`src/rtl/swctl_pkg.sv`:
```
package swctl_pkg;
  parameter int unsigned CHANNELS = 16;
  typedef logic [CHANNELS-1:0] chan_vec_t;
endpackage

```
`src/rtl/swctl_rst_sync.sv`:
```
module swctl_rst_sync #(
  parameter int unsigned STAGES = 2
) (
  input  logic clk_i,
  input  logic rst_ni,
  output logic rst_sync_no
);
  logic [STAGES-1:0] sync_q;
  logic [STAGES-1:0] sync_d;

  always_comb begin
    sync_d = {sync_q[STAGES-2:0], 1'b1};
  end

  always_ff @(posedge clk_i or negedge rst_ni) begin
    if (!rst_ni) sync_q <= '0;
    else         sync_q <= sync_d;
  end

  assign rst_sync_no = sync_q[STAGES-1];
endmodule

```
`src/rtl/swctl_shift_chain.sv`:
```
module swctl_shift_chain #(
  parameter int unsigned WIDTH = 16
) (
  input  logic             clk_i,
  input  logic             rst_ni,
  input  logic             sdata_i,
  input  logic             shift_en_i,
  output logic [WIDTH-1:0] chain_q_o,
  output logic [WIDTH-1:0] chain_d_o
);
  localparam int unsigned LAST = WIDTH - 1;
  logic [WIDTH-1:0] chain_q;
  logic [WIDTH-1:0] chain_d;

  always_comb begin
    chain_d = chain_q;
    if (shift_en_i) chain_d = {chain_q[LAST-1:0], sdata_i};
  end

  always_ff @(posedge clk_i or negedge rst_ni) begin
    if (!rst_ni) chain_q <= '0;
    else         chain_q <= chain_d;
  end

  assign chain_q_o = chain_q;
  assign chain_d_o = chain_d;


  shift_move_chk: assert property (@(posedge clk_i) disable iff (!rst_ni)
    shift_en_i |=> (chain_q[0] == $past(sdata_i)) && (chain_q[LAST:1] == $past(chain_q[LAST-1:0])));

  shift_keep_chk: assert property (@(posedge clk_i) disable iff (!rst_ni)
    !shift_en_i |=> $stable(chain_q));
endmodule

```
`src/rtl/swctl_hold_reg.sv`:
```
module swctl_hold_reg #(
  parameter int unsigned WIDTH = 16
) (
  input  logic             clk_i,
  input  logic             rst_ni,
  input  logic             load_ni,
  input  logic [WIDTH-1:0] next_i,
  output logic [WIDTH-1:0] hold_q_o
);
  logic [WIDTH-1:0] hold_q;
  logic [WIDTH-1:0] hold_d;
  logic             hold_en;

  always_comb begin
    hold_en = !load_ni;
    hold_d  = hold_en ? next_i : hold_q;
  end

  always_ff @(posedge clk_i or negedge rst_ni) begin
    if (!rst_ni) hold_q <= '0;
    else         hold_q <= hold_d;
  end

  assign hold_q_o = hold_q;


  hold_frozen_chk: assert property (@(posedge clk_i) disable iff (!rst_ni)
    load_ni |=> $stable(hold_q));
endmodule

```
`src/rtl/swctl_top.sv`:
```
module swctl_top #(
  parameter int unsigned WIDTH       = swctl_pkg::CHANNELS,
  parameter int unsigned SYNC_STAGES = 2
) (
  input  logic             clk_i,
  input  logic             rst_ni,
  input  logic             sdata_i,
  input  logic             shift_en_i,
  input  logic             load_ni,
  input  logic             clear_i,
  output logic [WIDTH-1:0] sw_en_o,
  output logic             dout_o
);
  localparam int unsigned LAST = WIDTH - 1;

  logic             rst_sn;
  logic [WIDTH-1:0] chain_q;
  logic [WIDTH-1:0] chain_d;
  logic [WIDTH-1:0] hold_q;
  logic [WIDTH-1:0] pick;

  swctl_rst_sync #(.STAGES(SYNC_STAGES)) u_rst (
    .clk_i(clk_i), .rst_ni(rst_ni), .rst_sync_no(rst_sn)
  );

  swctl_shift_chain #(.WIDTH(WIDTH)) u_chain (
    .clk_i(clk_i), .rst_ni(rst_sn), .sdata_i(sdata_i), .shift_en_i(shift_en_i),
    .chain_q_o(chain_q), .chain_d_o(chain_d)
  );

  swctl_hold_reg #(.WIDTH(WIDTH)) u_hold (
    .clk_i(clk_i), .rst_ni(rst_sn), .load_ni(load_ni),
    .next_i(chain_d), .hold_q_o(hold_q)
  );

  always_comb begin
    pick    = load_ni ? hold_q : chain_q;
    sw_en_o = clear_i ? '0 : pick;
  end

  assign dout_o = chain_q[LAST];


  clear_off_chk: assert property (@(posedge clk_i) disable iff (!rst_sn)
    clear_i |-> (sw_en_o == '0));

  capture_chk: assert property (@(posedge clk_i) disable iff (!rst_sn)
    !load_ni |=> (hold_q == chain_q));

  out_hold_chk: assert property (@(posedge clk_i) disable iff (!rst_sn)
    (load_ni && !clear_i && $past(load_ni) && !$past(clear_i)) |-> $stable(sw_en_o));

  cascade_chk: assert property (@(posedge clk_i) disable iff (!rst_sn)
    shift_en_i |=> (dout_o == $past(chain_q[LAST-1])));
endmodule

```
`config.mk`:
```
export PLATFORM = sky130hd
export DESIGN_NAME = swctl_top
export DESIGN_NICKNAME = d
export VERILOG_FILES = /design/src/rtl/swctl_pkg.sv /design/src/rtl/swctl_rst_sync.sv /design/src/rtl/swctl_shift_chain.sv /design/src/rtl/swctl_hold_reg.sv /design/src/rtl/swctl_top.sv
export SDC_FILE = /design/constraint.sdc
export NUM_CORES = 1
export LEC_CHECK = 0
export ABC_AREA = 1
export BUFFER_PORTS_ARGS = -buffer_cell sky130_fd_sc_hd__buf_2
export CORE_AREA = 2 2 60 62
export DETAILED_ROUTE_END_ITERATION = 6
export DIE_AREA = 0 0 62 64
export GPL_TIMING_DRIVEN = 0
export PLACE_DENSITY_LB_ADDON = 0.15
export SETUP_SLACK_MARGIN = 0.15
export SLEW_MARGIN = 20
export SYNTH_ARGS = -nofsm -noshare
export SYNTH_HDL_FRONTEND = slang
export SYNTH_SLANG_ARGS = --single-unit
```
`constraint.sdc`:
```
create_clock -name clk_i -period 1.3 [get_ports clk_i]
set_input_delay 0.13 -clock clk_i [delete_from_list [all_inputs] [get_ports clk_i]]
set_output_delay 0.13 -clock clk_i [all_outputs]
set_load 0.01 [all_outputs]
```
==> results of run 1 <==
## Yosys cell counts
cell,count
conb_1,1
inv_4,1
clkbuf_2,1
nand3_1,16
buf_8,1
a21oi_1,16
and2_1,15
inv_6,1
nand2_1,80
buf_4,1
buf_2,1
buf_6,6
dfrtp_1,34
inv_1,17
and2_2,1
## worst min-delay path: stages
cell	delay, ns
buf_6	0.12
nand2_1	0.08
nand2_1	0.05
## power groups by stage
| stage | Combinational, mW | Sequential (mW) | Clock, mW |
|---|---|---|---|
| 3_3_place_gp | 0.460 | 1.29 | 0 |
| 3_5_place_dp | 0.472 | 1.30 | 0 |
| 4_1_cts | 0.495 | 1.28 | 0.740 |
| 6_report | 0.530 | 1.28 | 0.729 |
| 2_1_floorplan | 0.349 | 1.28 | 0 |
| 5_1_grt | 0.605 | 1.30 | 0.791 |
## repair_timing
| action | in CTS | in global routing |
|---|---|---|
| setup buffers | 2 | 6 |
| setup endpoints to repair | 16 | 16 |
| resized for setup | 1 | 6 |
| hold buffers | 1 | 0 |
| pin swaps | 14 | 22 |
| endpoints found under the hold margin | 2 | 0 |
## worst paths after layout
path | start | endpoint | slack, ns | depth (start not counted)
setup / recovery | u_chain.chain_q_o[15] | sw_en_o[15] | 0.14 | 3
hold / removal | load_ni | u_hold.hold_q_o[2] | 0.08 | 3
setup reg to reg | u_chain.chain_q_o[14] | u_chain.chain_q_o[15] | 0.38 | 4
hold reg to reg | u_rst.sync_q[1] | u_chain.chain_q_o[1] | 0.33 | 0
max in group asynchronous | u_rst.sync_q[1] | u_chain.chain_q_o[6] | 0.53 | 0
min in group asynchronous | rst_ni | u_rst.sync_q[1] | 0.10 | 2
## routing by layer
layer  vias up  routed length (um)
met2        30                1800
met5         -                   0
met1       628                1380
met3         4                 136
li1        656                   -
met4         0                  30
## final cells by class
cell class              count  share of cell area [%]
inverters                  19                    4.10
well taps                  46                    3.00
repair buffers             28                    8.60
flip-flops and latches     34                    44.4
plain buffers              10                    5.21
multi-input cells         129                    30.6
clock buffers               8                    4.10
## registers in the layout (all words and copies together), names as in the netlist
register	count
u_chain.chain_q_o	16
u_rst.sync_q	2
u_hold.hold_q_o	16
## logic make-up after synthesis
| logic type | after synthesis | share of synthesized area [%] |
|---|---|---|
| other | 1 | 0.235 |
| and+or+nand+nor | 112 | 30.2 |
| buffers and inverters | 29 | 11.2 |
| DFF | 34 | 53.3 |
| AOI/OAI and AO/OA | 16 | 5.02 |
==> results.sh, run 1 <==
export IMPL_status="finished clean"
export IMPL_finClkSkew_ns=0.00474
export IMPL_criticalPathCategory="reg -> out"
export IMPL_cts_num_sinks=34
export IMPL_grtUsageMet3_pct=6.07
export IMPL_totalWireLength_um=3340
export IMPL_intPower_mw=1.81
export IMPL_ys_types=15
export IMPL_final_util_pct=58.5
export IMPL_nets=233
export IMPL_first_iter_violations=18
export IMPL_maxCapViolations=0
export IMPL_worstPathMaxFanout=3
export IMPL_p_seq_share_pct=50.4
export IMPL_synth_nets=198
export IMPL_grt_use_total_pct=19.3
export IMPL_p_per_area_mw_per_mm2=1320
export IMPL_rsz0062_at_grt="true"
export IMPL_grt_pass1_vias=1315
export IMPL_p_sw_mw=0.729
export IMPL_worstSetupStartpointType="flip-flop"
export IMPL_cp_top_family="flip-flops"
export IMPL_final_max_slew_viol_count=0
export IMPL_grt_max_degree=33
export IMPL_cts_buffer_depth=2
export IMPL_drive_above_1_share_pct=24.6
export IMPL_initial_utilization_pct=48.6
export IMPL_synth_area_leaders="dfrtp_1 53%, nand2_1 19%, and2_1 5.9%"
export IMPL_grt_overflow_total=0
export IMPL_crit_path_cell_trace="nand2_1, a21oi_1, buf_2"
export IMPL_cts_tree="done"
export IMPL_fp_row_count=21
export IMPL_end_kind="primary output"
export IMPL_hold_class="in -> reg"
export IMPL_fillers=322
export IMPL_layout_commonest_cell="nand2_1"
export IMPL_period_needed_ns=1.16
export IMPL_hold_worst_slack_ns=0.0779
export IMPL_vias=1318
export IMPL_clock_power_share_pct=28.7
export IMPL_hold_viol=0
export IMPL_antenna_found_initial=0
export IMPL_synth_top_area_share_pct=53.3
export IMPL_syn_area_mm2=0.00160
export IMPL_avgRoutedWirePerCell_um=12.2
export IMPL_root_buffer="clkbuf_4"
export IMPL_grt_busiest_layer="met2"
export IMPL_leakage_nw=1.02
export IMPL_drc_errors=0
export IMPL_ant_nets=0
export IMPL_sw_frac_of_total_pct=28.7
export IMPL_period_share_pct=89.4
export IMPL_h_tree_depth=2
export IMPL_comb_power_share_pct=20.9
export IMPL_setup_viol=0
export IMPL_die_y_um=64
export IMPL_cp_data_arrival_time_ns=1.03
export IMPL_ys_seq_elements=34
export IMPL_synth_top_area_cell="dfrtp_1"
export IMPL_slowest_delay_ns=0.39
export IMPL_fmax_mhz=860
export IMPL_ys_warn_count=0
export IMPL_clk_latency_ns=0.33
export IMPL_grt_pass1_wl_um=5610
export IMPL_fin_ws_ns=0.137
export IMPL_instances_no_fill=274
export IMPL_vias_per_cell=4.81
export IMPL_dp_cells=257
export IMPL_cts_buffers=5
export IMPL_regArea_um2=852
export IMPL_area_growth_pct=20.4
export IMPL_dieArea_mm2=0.00397
export IMPL_critical_path_required_ns=1.17
export IMPL_yosysSeqAreaShare_pct=53.3
export IMPL_die_x_um=62
export IMPL_netlist_instances=192
export IMPL_layout_common_cells="77 x nand2_1, 33 x dfrtp_1, 20 x buf_2"
export IMPL_hpwl_um=2240
export IMPL_worst_pin_slew_ns=0.701
export IMPL_power_mw=2.54
export IMPL_io_pin_count=23
export IMPL_placedInstanceArea_mm2=0.00175
export IMPL_core_area_mm2=0.00328
export IMPL_numPortBuffers=19
export IMPL_gp_congestion=0.749
export IMPL_grtUsageMet2_pct=32.3
export IMPL_cp_buffers_inverters=1
export IMPL_final_cell_area_mm2=0.00192
export IMPL_clkSlewWorstSetupHoldPaths_ns=0.11
export IMPL_antenna_cells=0
export IMPL_slew_headroom_pct=53.3
export IMPL_syn_area_per_cell_um2=8.31
export IMPL_setup_tns_final_ns=0
export IMPL_multiInputGateArea_um2=588
export IMPL_ir_drop_mv=0.729
export IMPL_slowest_stage="dfrtp_1"
export IMPL_grt_use_met1_pct=23.1
export IMPL_pre_cts_slack_ns=0.344
export IMPL_dr_pass1_iters=4
(Power assumes the default switching activity.)
==> run 2, diff against run 1 <==
- CORE_AREA: 2 2 60 62 -> 2 2 62 64
- DIE_AREA: 0 0 62 64 -> 0 0 64 66
- SYNTH_HIERARCHICAL: not set -> 1
==> run 2 against run 1 <==
  * Core utilization up 0.86 points
  * Highest routed layer unchanged
  * Largest power group unchanged
  * Critical path depth up 2
  * Final area up 9.7%
  * Non-clock buffer count up 13
==> results.sh, run 2 <==
export IMPL_cts_buffers=5
export IMPL_worstSetupEndpoint="sw_en_o[10]"
export IMPL_critical_path_required_ns=1.17
export IMPL_ys_async_sr_fraction_pct=100
export IMPL_worst_pin_slew_ns=0.706
export IMPL_clkSlewWorstSetupHoldPaths_ns=0.09
export IMPL_vias_per_cell=4.43
export IMPL_final_max_slew_viol_count=0
export IMPL_synth_most_common_cell="nand2_1"
export IMPL_placedInstanceArea_mm2=0.00190
export IMPL_cp_data_arrival_time_ns=1.05
export IMPL_h_tree_depth=2
export IMPL_antenna_cells=0
export IMPL_fmax_mhz=850
export IMPL_fp_row_count=22
export IMPL_die_y_um=66
export IMPL_layout_commonest_cell="nand2_1"
export IMPL_drive_above_1_share_pct=31.6
export IMPL_synth_top_flop_cell="dfrtp_1"
export IMPL_io_pin_count=23
export IMPL_ys_warn_count=6
export IMPL_finClkSkew_ns=0.00507
export IMPL_avgRoutedWirePerCell_um=10.8
export IMPL_cts_num_sinks=34
export IMPL_syn_area_mm2=0.00173
export IMPL_end_kind="primary output"
export IMPL_setup_tns_final_ns=0
export IMPL_rsz0062_at_grt="true"
export IMPL_slew_headroom_pct=53.0
export IMPL_status="finished clean"
export IMPL_leakage_nw=1.23
export IMPL_period_needed_ns=1.18
export IMPL_grt_use_total_pct=19.5
export IMPL_hpwl_um=2140
export IMPL_reg2reg_to="u_hold/hold_q_o[4]"
export IMPL_vias=1417
export IMPL_maxCapViolations=0
export IMPL_ant_nets=0
export IMPL_totalWireLength_um=3470
export IMPL_hold_viol=0
export IMPL_synth_edf_count=0
export IMPL_fin_ws_ns=0.123
export IMPL_die_x_um=64
export IMPL_dieArea_mm2=0.00422
export IMPL_hold_start="sdata_i"
export IMPL_initial_utilization_pct=48.8
export IMPL_holdPathStages=3
export IMPL_setup_viol=0
export IMPL_ys_seq_elements=34
export IMPL_grt_pass1_vias=1312
export IMPL_synth_area_leaders="dfrtp_1 49%, nand2_1 22%, nand2_2 9.0%"
export IMPL_clk_latency_ns=0.33
export IMPL_grt_max_degree=33
export IMPL_area_growth_pct=21.6
export IMPL_root_buffer="clkbuf_4"
export IMPL_ys_types=12
export IMPL_layout_common_cells="103 x nand2_1, 33 x dfrtp_1, 30 x nor2_1"
export IMPL_core_area_mm2=0.00355
export IMPL_cts_tree="done"
export IMPL_antenna_found_initial=0
export IMPL_first_iter_violations=43
export IMPL_gp_congestion=0.742
export IMPL_ir_drop_mv=0.684
export IMPL_grt_overflow_total=0
export IMPL_synth_top_area_cell="dfrtp_1"
export IMPL_reg2reg_depth=5
export IMPL_synth_top_area_share_pct=49.1
export IMPL_cts_resized_gates=0
export IMPL_startpoint="u_hold/hold_q_o[10]"
export IMPL_nets=278
export IMPL_worstSetupStartpointType="flip-flop"
export IMPL_p_per_area_mw_per_mm2=1210
export IMPL_final_util_pct=59.3
export IMPL_yosysSeqAreaShare_pct=49.1
export IMPL_cts_buffer_depth=2
export IMPL_r2r_start="u_chain/chain_q_o[3]"
export IMPL_drc_errors=0
export IMPL_hold_class="in -> reg"
export IMPL_synthTopCellsByCount="103 x nand2_1, 34 x dfrtp_1, 30 x nor2_1"
export IMPL_pre_cts_slack_ns=0.213
export IMPL_final_cell_area_mm2=0.00211
export IMPL_syn_area_per_cell_um2=7.74
export IMPL_period_share_pct=90.5
export IMPL_numPortBuffers=21
export IMPL_netlist_instances=224
export IMPL_worstPathMaxFanout=2
export IMPL_synth_nets=230
export IMPL_dr_pass1_iters=4
export IMPL_criticalPathCategory="reg -> out"
export IMPL_grt_pass1_wl_um=6200
export IMPL_r2r_setup_slack_ns=0.43
-- run 2: cell types whose count changed in the layout (fill, tap and decap cells not counted), sizes merged --
| cell | delta |
|---|---|
| nor2 | +32 |
| and2 | -16 |
| buf | +14 |
| nand2 | +48 |
| nand3 | -16 |
| clkbuf | -2 |
| a21oi | -16 |
-- run 2: metrics by stage --
step | cells | total power, mW | hold WS [ns]
6_report | 320 | 2.55 | 0.0252
5_1_grt | 320 | 2.74 | 0.0472
4_1_cts | 313 | 2.53 | 0.00992
3_5_place_dp | 293 | 1.85 | -0.0831
3_3_place_gp | 293 | 1.84 | -0.0843
2_1_floorplan | 224 | 1.71 | -0.166
-- run 2: logic make-up (layout without fill, tap and decap cells) --
kind of cell | after synthesis | after routing | share of synthesized area, %
other | 1 | 1 | 0.216
flip-flops | 34 | 34 | 49.1
buffers and inverters | 29 | 77 | 12.1
AND/OR/NAND/NOR | 160 | 160 | 38.6
-- run 2: cell type report --
class                   instances  area [um2]
flip-flops and latches         34         852
multi-input cells             161         672
clock buffers                   7        55.1
well taps                      48        60.1
plain buffers                  10         126
repair buffers                 41         258
fillers                       336        1440
inverters                      19        83.8
-- run 2: timing repair --
action	in CTS	in global routing
setup buffers	12	7
endpoints found under the setup margin	16	16
hold buffers	1	0
endpoints found under the hold margin	2	0
-- run 2: metal layers --
layer / GRT usage (%) / up-vias / part of all wire, %
met3: 5.28 / 2 / 5.2
met2: 29.3 / 31 / 46
met4: 7.34 / 0 / 0.72
li1: - / 747 / -
met5: 0 / - / 0
met1: 26.9 / 637 / 48
-- run 2: worst max-delay path: stages, from the launching register on --
cell and delay [ns]:
dfrtp_1 0.35, inv_1 0.04, nand2_1 0.04, nand2_1 0.04, nor2_1 0.10, buf_2 0.14
-- run 2: worst min path at each step --
stage                                 to  slack (ns)
global route        u_chain/chain_q_o[0]        0.05
floorplan                u_rst/sync_q[0]       -0.17
global placement         u_rst/sync_q[0]       -0.08
detailed placement       u_rst/sync_q[0]       -0.08
CTS                 u_chain/chain_q_o[0]        0.01
finish              u_chain/chain_q_o[0]        0.03
-- run 2: power breakdown --
part           switching [mW]  internal (mW)  total, mW  leakage [nW]
sequential              0.101           1.21       1.31         0.446
combinational           0.331          0.320      0.651         0.751
clock                   0.330          0.255      0.585        0.0314
